File: src/rtl/spi_dm_pkg.sv
package spi_dm_pkg;

    parameter int DIV_W     = 8;
    parameter int DLY_W     = 4;
    parameter int FRAME_MAX = 16;

    localparam int BIT_W  = $clog2(FRAME_MAX);
    localparam int TICK_W = DLY_W + 2;
    localparam int HALF_F = FRAME_MAX / 2;

    typedef enum logic [2:0] {
        ST_IDLE,
        ST_FETCH,
        ST_LEAD,
        ST_SHIFT,
        ST_GAP,
        ST_HOLD,
        ST_SSOFF,
        ST_FIN
    } state_t;

    typedef struct packed {
        logic [DIV_W-1:0] half_div;
        logic             wide;
        logic             pulse;
        logic [DLY_W-1:0] lead;
        logic [DLY_W-1:0] gap;
        logic [DLY_W-1:0] hold;
    } cfg_t;

    // Number of divider ticks (half SCK periods) for a delay in whole periods,
    // optionally extended by one extra period.
    function automatic logic [TICK_W-1:0] half_ticks(input logic [DLY_W-1:0] periods,
                                                     input logic              extra);
        logic [TICK_W-1:0] base;
        base = TICK_W'({periods, 1'b0});
        return extra ? base + TICK_W'(2) : base;
    endfunction

    function automatic logic [BIT_W-1:0] last_bit(input logic wide);
        return wide ? BIT_W'(FRAME_MAX - 1) : BIT_W'(HALF_F - 1);
    endfunction

endpackage

File: src/rtl/spi_dm_clkdiv.sv
module spi_dm_clkdiv
    import spi_dm_pkg::*;
(
    input  logic             clk,
    input  logic             rst,
    input  logic             run,
    input  logic [DIV_W-1:0] half_div,
    output logic             tick
);

    logic [DIV_W-1:0] cnt;

    assign tick = run && (cnt == half_div);

    always_ff @(posedge clk) begin
        if (rst || !run || tick) begin
            cnt <= '0;
        end else begin
            cnt <= cnt + 1'b1;
        end
    end

endmodule

File: src/rtl/spi_dm_shifter.sv
module spi_dm_shifter
    import spi_dm_pkg::*;
(
    input  logic                 clk,
    input  logic                 rst,
    input  logic                 load,
    input  logic [FRAME_MAX-1:0] load_word,
    input  logic                 wide,
    input  logic                 shift_out,
    input  logic                 sample,
    input  logic                 miso,
    output logic                 mosi,
    output logic [FRAME_MAX-1:0] rx_word
);

    logic [FRAME_MAX-1:0] tx_sh;
    logic [FRAME_MAX-1:0] rx_sh;

    always_ff @(posedge clk) begin
        if (rst) begin
            tx_sh <= '0;
            rx_sh <= '0;
        end else if (load) begin
            tx_sh <= wide ? load_word : {load_word[HALF_F-1:0], {HALF_F{1'b0}}};
            rx_sh <= '0;
        end else begin
            if (shift_out) begin
                tx_sh <= {tx_sh[FRAME_MAX-2:0], 1'b0};
            end
            if (sample) begin
                rx_sh <= {rx_sh[FRAME_MAX-2:0], miso};
            end
        end
    end

    assign mosi    = tx_sh[FRAME_MAX-1];
    assign rx_word = wide ? rx_sh : {{HALF_F{1'b0}}, rx_sh[HALF_F-1:0]};

endmodule

File: src/rtl/spi_delay_master.sv
module spi_delay_master
    import spi_dm_pkg::*;
#(
    parameter int CNT_W = 8
) (
    input  logic                 clk,
    input  logic                 rst,
    input  logic                 start,
    input  logic [CNT_W-1:0]     word_count,
    input  logic [DIV_W-1:0]     sck_half_div,
    input  logic                 frame16,
    input  logic                 ss_pulse,
    input  logic [DLY_W-1:0]     lead_cnt,
    input  logic [DLY_W-1:0]     gap_cnt,
    input  logic [DLY_W-1:0]     hold_cnt,
    input  logic [FRAME_MAX-1:0] tx_data,
    input  logic                 tx_valid,
    output logic                 tx_ready,
    output logic [FRAME_MAX-1:0] rx_data,
    output logic                 rx_valid,
    output logic                 busy,
    output logic                 done,
    output logic                 ss_n,
    output logic                 sck,
    output logic                 mosi,
    input  logic                 miso
);

    state_t            state;
    cfg_t              cfg;
    logic [CNT_W-1:0]  frames_left;
    logic [BIT_W-1:0]  bit_idx;
    logic [TICK_W-1:0] dly;
    logic              ph;
    logic              tick;
    logic              run;
    logic              accept;
    logic [FRAME_MAX-1:0] rx_word;

    assign run      = (state == ST_LEAD) || (state == ST_SHIFT) || (state == ST_GAP) ||
                      (state == ST_HOLD) || (state == ST_SSOFF);
    assign accept   = (state == ST_FETCH) && tx_valid;
    assign tx_ready = (state == ST_FETCH);
    assign busy     = (state != ST_IDLE);
    assign done     = (state == ST_FIN);

    spi_dm_clkdiv u_div (
        .clk      (clk),
        .rst      (rst),
        .run      (run),
        .half_div (cfg.half_div),
        .tick     (tick)
    );

    spi_dm_shifter u_sh (
        .clk       (clk),
        .rst       (rst),
        .load      (accept),
        .load_word (tx_data),
        .wide      (cfg.wide),
        .shift_out ((state == ST_SHIFT) && tick && ph && (bit_idx != '0)),
        .sample    ((state == ST_SHIFT) && tick && !ph),
        .miso      (miso),
        .mosi      (mosi),
        .rx_word   (rx_word)
    );

    always_ff @(posedge clk) begin
        if (rst) begin
            state       <= ST_IDLE;
            cfg         <= '0;
            frames_left <= '0;
            bit_idx     <= '0;
            dly         <= '0;
            ph          <= 1'b0;
            ss_n        <= 1'b1;
            sck         <= 1'b0;
            rx_valid    <= 1'b0;
            rx_data     <= '0;
        end else begin
            rx_valid <= 1'b0;
            unique case (state)
                ST_IDLE: begin
                    if (start && (word_count != '0)) begin
                        cfg <= '{half_div: sck_half_div, wide: frame16, pulse: ss_pulse,
                                 lead: lead_cnt, gap: gap_cnt, hold: hold_cnt};
                        frames_left <= word_count;
                        state       <= ST_FETCH;
                    end
                end
                ST_FETCH: begin
                    if (tx_valid) begin
                        ph      <= 1'b0;
                        bit_idx <= last_bit(cfg.wide);
                        if (ss_n) begin
                            ss_n <= 1'b0;
                            if (cfg.lead != '0) begin
                                dly   <= half_ticks(cfg.lead, 1'b0);
                                state <= ST_LEAD;
                            end else begin
                                state <= ST_SHIFT;
                            end
                        end else if (cfg.gap != '0) begin
                            dly   <= half_ticks(cfg.gap, 1'b0);
                            state <= ST_GAP;
                        end else begin
                            state <= ST_SHIFT;
                        end
                    end
                end
                ST_LEAD, ST_GAP: begin
                    if (tick) begin
                        if (dly == TICK_W'(1)) begin
                            state <= ST_SHIFT;
                        end
                        dly <= dly - 1'b1;
                    end
                end
                ST_SHIFT: begin
                    if (tick) begin
                        if (!ph) begin
                            sck <= 1'b1;
                            ph  <= 1'b1;
                        end else begin
                            sck <= 1'b0;
                            ph  <= 1'b0;
                            if (bit_idx != '0) begin
                                bit_idx <= bit_idx - 1'b1;
                            end else begin
                                rx_valid    <= 1'b1;
                                rx_data     <= rx_word;
                                frames_left <= frames_left - 1'b1;
                                if ((frames_left == CNT_W'(1)) || cfg.pulse) begin
                                    if (cfg.hold != '0) begin
                                        dly   <= half_ticks(cfg.hold, 1'b0);
                                        state <= ST_HOLD;
                                    end else begin
                                        ss_n <= 1'b1;
                                        if (frames_left == CNT_W'(1)) begin
                                            state <= ST_FIN;
                                        end else begin
                                            dly   <= half_ticks(cfg.gap, 1'b1);
                                            state <= ST_SSOFF;
                                        end
                                    end
                                end else begin
                                    state <= ST_FETCH;
                                end
                            end
                        end
                    end
                end
                ST_HOLD: begin
                    if (tick) begin
                        if (dly == TICK_W'(1)) begin
                            ss_n <= 1'b1;
                            if (frames_left == '0) begin
                                state <= ST_FIN;
                            end else begin
                                dly   <= half_ticks(cfg.gap, 1'b1);
                                state <= ST_SSOFF;
                            end
                        end else begin
                            dly <= dly - 1'b1;
                        end
                    end
                end
                ST_SSOFF: begin
                    if (tick) begin
                        if (dly == TICK_W'(1)) begin
                            state <= ST_FETCH;
                        end
                        dly <= dly - 1'b1;
                    end
                end
                ST_FIN: begin
                    state <= ST_IDLE;
                end
                default: begin
                    state <= ST_IDLE;
                end
            endcase
        end
    end

endmodule

File: config.mk
export PLATFORM = sky130hd
export DESIGN_NAME = spi_delay_master
export DESIGN_NICKNAME = d
export VERILOG_FILES = /design/src/rtl/spi_dm_pkg.sv /design/src/rtl/spi_dm_clkdiv.sv /design/src/rtl/spi_dm_shifter.sv /design/src/rtl/spi_delay_master.sv
export SDC_FILE = /design/constraint.sdc
export NUM_CORES = 1
export LEC_CHECK = 0
export ABC_AREA = 1
export BUFFER_PORTS_ARGS = -buffer_cell sky130_fd_sc_hd__buf_2
export CORE_ASPECT_RATIO = 0.5
export CORE_MARGIN = 2
export CORE_UTILIZATION = 55
export DETAILED_ROUTE_END_ITERATION = 12
export GPL_ROUTABILITY_DRIVEN = 0
export PLACE_DENSITY_LB_ADDON = 0.05
export SYNTH_ARGS = -nofsm -noshare
export SYNTH_HDL_FRONTEND = slang
export SYNTH_SLANG_ARGS = --single-unit
File: constraint.sdc
create_clock -name clk -period 4 [get_ports clk]
set_input_delay 0.8 -clock clk [delete_from_list [all_inputs] [get_ports clk]]
set_output_delay 0.8 -clock clk [all_outputs]
set_load 0.01 [all_outputs]
Word level (Yosys, flattened, before mapping)
Index checks and enable logic that the tools add are counted.
{"block": "word_totals", "regBits": 103, "input_bits": 51, "out_inout_bits": 23, "wordCells": 160}
{"block": "op_classes", "addsub": 5, "n_eq_ne": 29, "n_mux": 62, "n_bitwise": 4, "n_reduce_logical": 42}
{"op": "two-way mux 6 bit", "n": 14}
{"op": "two-way mux 16 bit", "n": 4}
{"op": "two-way mux 3 bit", "n": 14}
{"op": "two-way mux 8 bit", "n": 4}
{"op": "case mux 6 bit (4 select lines)", "n": 1}
{"op": "case mux 3 bit (7 select lines)", "n": 1}
{"op": "two-way mux 4 bit", "n": 5}
{"op": "!= test 2 bit, second input constant", "n": 10}
{"op": "nonzero test 4 bit", "n": 5}
{"op": "case mux 8 bit (2 select lines)", "n": 1}
{"op": "two-way mux 1 bit", "n": 14}
{"op": "== test 3 bit, second input constant", "n": 4}
{"op": "AND reduction 12 bit", "n": 1}
{"op": "AND reduction 11 bit", "n": 1}
{"op": "!= test 2 x 1 -> 1 bit, second input constant", "n": 5}
{"op": "AND reduction 5 bit", "n": 2}
{"op": "AND reduction 9 bit", "n": 1}
{"op": "adder 8 x 1 -> 8 bit, second input constant", "n": 1}
{"op": "== test 8 x 1 -> 1 bit, second input constant", "n": 1}
{"op": "== test 8 bit", "n": 1}
{"op": "zero test 8 bit", "n": 1}
{"op": "case mux 4 bit (2 select lines)", "n": 1}
{"op": "nonzero test 8 bit", "n": 1}
{"op": "subtractor 8 x 1 -> 8 bit, second input constant", "n": 1}
{"op": "25 further kinds", "n": 48}

Depth between registers and ports, before layout
{"block": "logic_depth", "depth_word": 11, "ltp_mapped": 12, "mapped_depth_nobuf": 12}

Hierarchy
From an unflattened synthesis, not the netlist that was laid out.
{"block": "hier_totals", "hier_cells": 844, "hier_area_um2": 5447.7}
{"module": "spi_delay_master", "n_inst": 1, "cells_per_inst": 525, "area_per_inst_um2": 3392.0, "seq_area_each_um2": 1261.2}
{"module": "spi_dm_shifter", "n_inst": 1, "cells_per_inst": 247, "area_per_inst_um2": 1572.8, "seq_area_each_um2": 640.6}
{"module": "spi_dm_clkdiv", "n_inst": 1, "cells_per_inst": 72, "area_per_inst_um2": 483.0, "seq_area_each_um2": 160.2}

Worst setup path after synthesis
Ideal clock, no wire load.
{"block": "synth_path", "path_kind": "input port to flip-flop", "startpoint": "input port rst", "endpoint": "register rx_data[10]", "setup_ns": 0.114, "arrival_ns": 1.730, "required_ns": 3.886, "path_slack_ns": 2.157, "path_stages": 6, "path_buffers": 3, "cell_sequence": "clkbuf_1 > inv_1 > clkbuf_1 > clkbuf_1 > nand3_1 > nand2_1"}
{"element": "from (decl)", "line": "spi_delay_master.sv:7", "rtl": "input logic rst,"}
{"element": "to (signal assigned)", "line": "spi_delay_master.sv:131", "rtl": "rx_data <= rx_word;"}
{"element": "to (decl)", "line": "spi_delay_master.sv:19", "rtl": "output logic [FRAME_MAX-1:0] rx_data,"}

Worst setup path in the final report
{"block": "layout_path", "startpoint": "register state[1]", "endpoint": "register bit_idx[3]"}
{"block": "layout_via", "elab_chain_len": 8, "word_cells_on_any_way": 18, "cone_classes": "10 x eq/ne; 1 x mux; 7 x reduce/logical"}
{"element": "from (decl)", "line": "spi_delay_master.sv:29", "rtl": "state_t state;"}
{"element": "from (signal assigned)", "line": "spi_delay_master.sv:70", "rtl": "state <= ST_IDLE;"}
{"element": "from (signal assigned)", "line": "spi_delay_master.sv:88", "rtl": "state <= ST_FETCH;"}
{"element": "from (signal assigned)", "line": "spi_delay_master.sv:99", "rtl": "state <= ST_LEAD;"}
{"element": "== test 3 x 2 -> 1 bit, on equally long branches", "line": "spi_delay_master.sv:40, spi_delay_master.sv:82"}
{"element": "logical OR 1 bit (3 in a row)", "line": "spi_delay_master.sv:40", "rtl": "assign run = (state == ST_LEAD) || (state == ST_SHIFT) || (state == ST_GAP) ||"}
{"element": "logical OR 1 bit", "line": "spi_delay_master.sv:41", "rtl": "(state == ST_HOLD) || (state == ST_SSOFF);"}
{"element": "logical AND 1 bit", "line": "spi_dm_clkdiv.sv:13", "rtl": "assign tick = run && (cnt == half_div);"}
{"element": "!= test 2 bit (no line)"}
{"element": "AND reduction 5 bit (no line)"}
{"element": "to (signal assigned)", "line": "spi_delay_master.sv:94", "rtl": "bit_idx <= last_bit(cfg.wide);"}
{"element": "to (signal assigned)", "line": "spi_delay_master.sv:128", "rtl": "bit_idx <= bit_idx - 1'b1;"}
{"element": "to (decl)", "line": "spi_delay_master.sv:32", "rtl": "logic [BIT_W-1:0] bit_idx;"}
Several ways; a longest one is shown, not always the timed one.
A chain may end at the register's enable or synchronous reset.

==> metrics <==
Critical Path Sink Type flip-flop; Worst Reg-to-Reg Cells 7; RSZ-0062 raised after global routing no; final hold viol count 0; YS warnings 0; layout cells sized above 1 14.0%; Cells after DPL 940; final total power 3.70 mW; Leak 2.79 nW; Hold Path Depth 2; PnR worst setup slack 1.33 ns; setup_tns 0 ns; initial antenna violation count 0; io pins 74; drt pass-1 iters 8; number of synthesized flops with an enable pin 0; CP bufs+invs 0; clk root buf clkbuf_16; vias in the first global route 4427; Post-synth top cells nand2_1, nor2_1, dfxtp_1; async set-reset flop share out of synthesis 0%; routed via count 4991; most frequent CP cell nand2_1; Final setup viols 0; Layout area overhead 13.4%; fmax 374 MHz; crit path time final 2.67 ns; startpoint types flip-flop; # hold bufs at CTS 0; Final #Nets 890; Seq/Total Area, Yosys 39.0%; GR Overflow Total 0; pin count of the biggest net entering global routing 34; first-pass GRT wire length 20.6 mm; Num CTS Buffers 9; Max Cap Viol 0; worst skew pair latency 0.35 ns; chip height 73.3 um; CP required 4.22 ns; period utilisation layout 66.9%; post-layout util 63.8%; CP top delay family simple AND/OR/NAND/NOR gates; die extent in x 143 um; row cnt 25; crit path max fanout 21; Placement Setup Slack 1.34 ns; final-report max-slew violation count 0; worst hold path class reg -> reg; status finished, final reports clean; Worst IR Drop VDD 0.000282 V; ANT cells 0; core area 9380 um^2; port bufs 73; CP max stage cell nand2_1; htree depth 3; clock tree sinks 103; vias per cell 5.22; Final ANT Viol Nets 0; DP HPWL 8.69 mm; clock buffer depth 2; Global Route Usage Sum 24.9%; Crit path largest cell delay 0.55 ns; Syn Std Cell Area 5280 um^2; post_cts resized 0; Worst-Margin Slew 0.807 ns; Stages on worst setup path 7; Yosys cell types 37; dominant cell type by area after synthesis dfxtp_1; WL/cell 13.1 um; clk slew on worst S/H paths 0.07 ns; fin cells 956; Iter 0 DRT Violations 361; ys flop type dfxtp_1; Max-slew headroom 46.0%; CP Cell Sequence nand2_2 > nor2_4 > nand2_1 > a21oi_4 > nand2_1 > o21ai_0 > a21oi_1; power per cell area 618 nW/um^2; CTS tree built; Seq cells post-synth 103; mean post-synth cell area 6.81 um^2; Total Wirelength 12.5 mm; syn_nets 836; Synth Instances 776; die area 10500 um^2; initial core utilization 56.3%; post-CTS setup repair buffer count 0; count leader, synth nand2_1; crit path kind reg -> reg; skew final 0.0133 ns; area share of the largest cell type after synthesis 39.0%; # DRC 0; synth top area cells dfxtp_1, nand2_1, nor2_1, nand3_1, a21oi_1; WP data arrival 2.89 ns
-- final timing paths --
check	slack (ns)	start	endpoint
hold / removal	0.46	cfg[8]	cfg[8]
setup / recovery	1.33	state[1]	bit_idx[3]
hold reg to reg	0.46	cfg[8]	cfg[8]
setup reg to reg	1.33	state[1]	bit_idx[3]
-- layout make-up --
cell class,instances,area (um^2)
clock buffers,10,239
inverters,76,285
flip-flops and latches,103,2060
repair buffers,76,388
well taps,121,151
multi-input cells,564,2780
clock inverters,6,85.1
fillers,896,3390
-- stage by stage --
step                area, um^2  hold slack, ns
finish                    5990           0.456
floorplan                 5280           0.424
global placement          5670           0.435
CTS                       5990           0.456
detailed placement        5670           0.444
global route              5990           0.479
-- report_power, final --
group          internal, mW  total [mW]  switching (mW)
sequential             1.19        1.32           0.140
combinational         0.478        1.43           0.956
clock                 0.519       0.942           0.423
-- registers in the layout, indices dropped and copies added, names as in the netlist --
signal,cells
cfg,22
rx_data,16
u_sh.rx_sh,16
u_sh.tx_sh,16
frames_left,8
u_div.cnt,8
dly,6
bit_idx,4
state,3
ph,1
rx_valid,1
sck,1
ss_n,1
-- cells in the final DEF (no fill, tap or decap), drive strengths merged --
cell and instances:
a21boi 2, a21o 1, a21oi 68, a31oi 2, buf 76, bufinv 1
clkbuf 10, clkinv 2, clkinvlp 1, dfxtp 103, ha 9, inv 78
nand2 172, nand3 87, nand3b 3, nand4 5, nor2 125, nor3 6
nor3b 1, o211ai 5, o21ai 53, o31ai 9, or2 1, xnor2 4
xor2 11
-- worst reg2reg max path, delay by kind of cell (launching register included) --
family	cells	cell delay [ns]
AO/OA/AOI/OAI	3	0.87
flip-flops	1	0.46
AND/OR/NAND/NOR	4	1.21
-- kinds of logic (layout without fill, tap and decap cells) --
family	Yosys count	count (layout)	share of synthesized area (%)
AO/OA/AOI/OAI	140	140	14.8
adder cells (fa/ha/maj)	9	9	2.13
flip-flops	103	103	39.0
XOR/XNOR	15	15	2.49
buffers and inverters	109	168	8.36
AND/OR/NAND/NOR	400	400	33.2
-- metal layers --
metal / up-vias / track usage, % / part of all wire [%]
li1: 2617 / - / -
met1: 2239 / 33.7 / 49
met2: 128 / 41.1 / 44
met3: 7 / 6.00 / 6.0
met4: 0 / 5.50 / 0.47
met5: - / 0 / 0
Power figures use the tool's default switching activity.
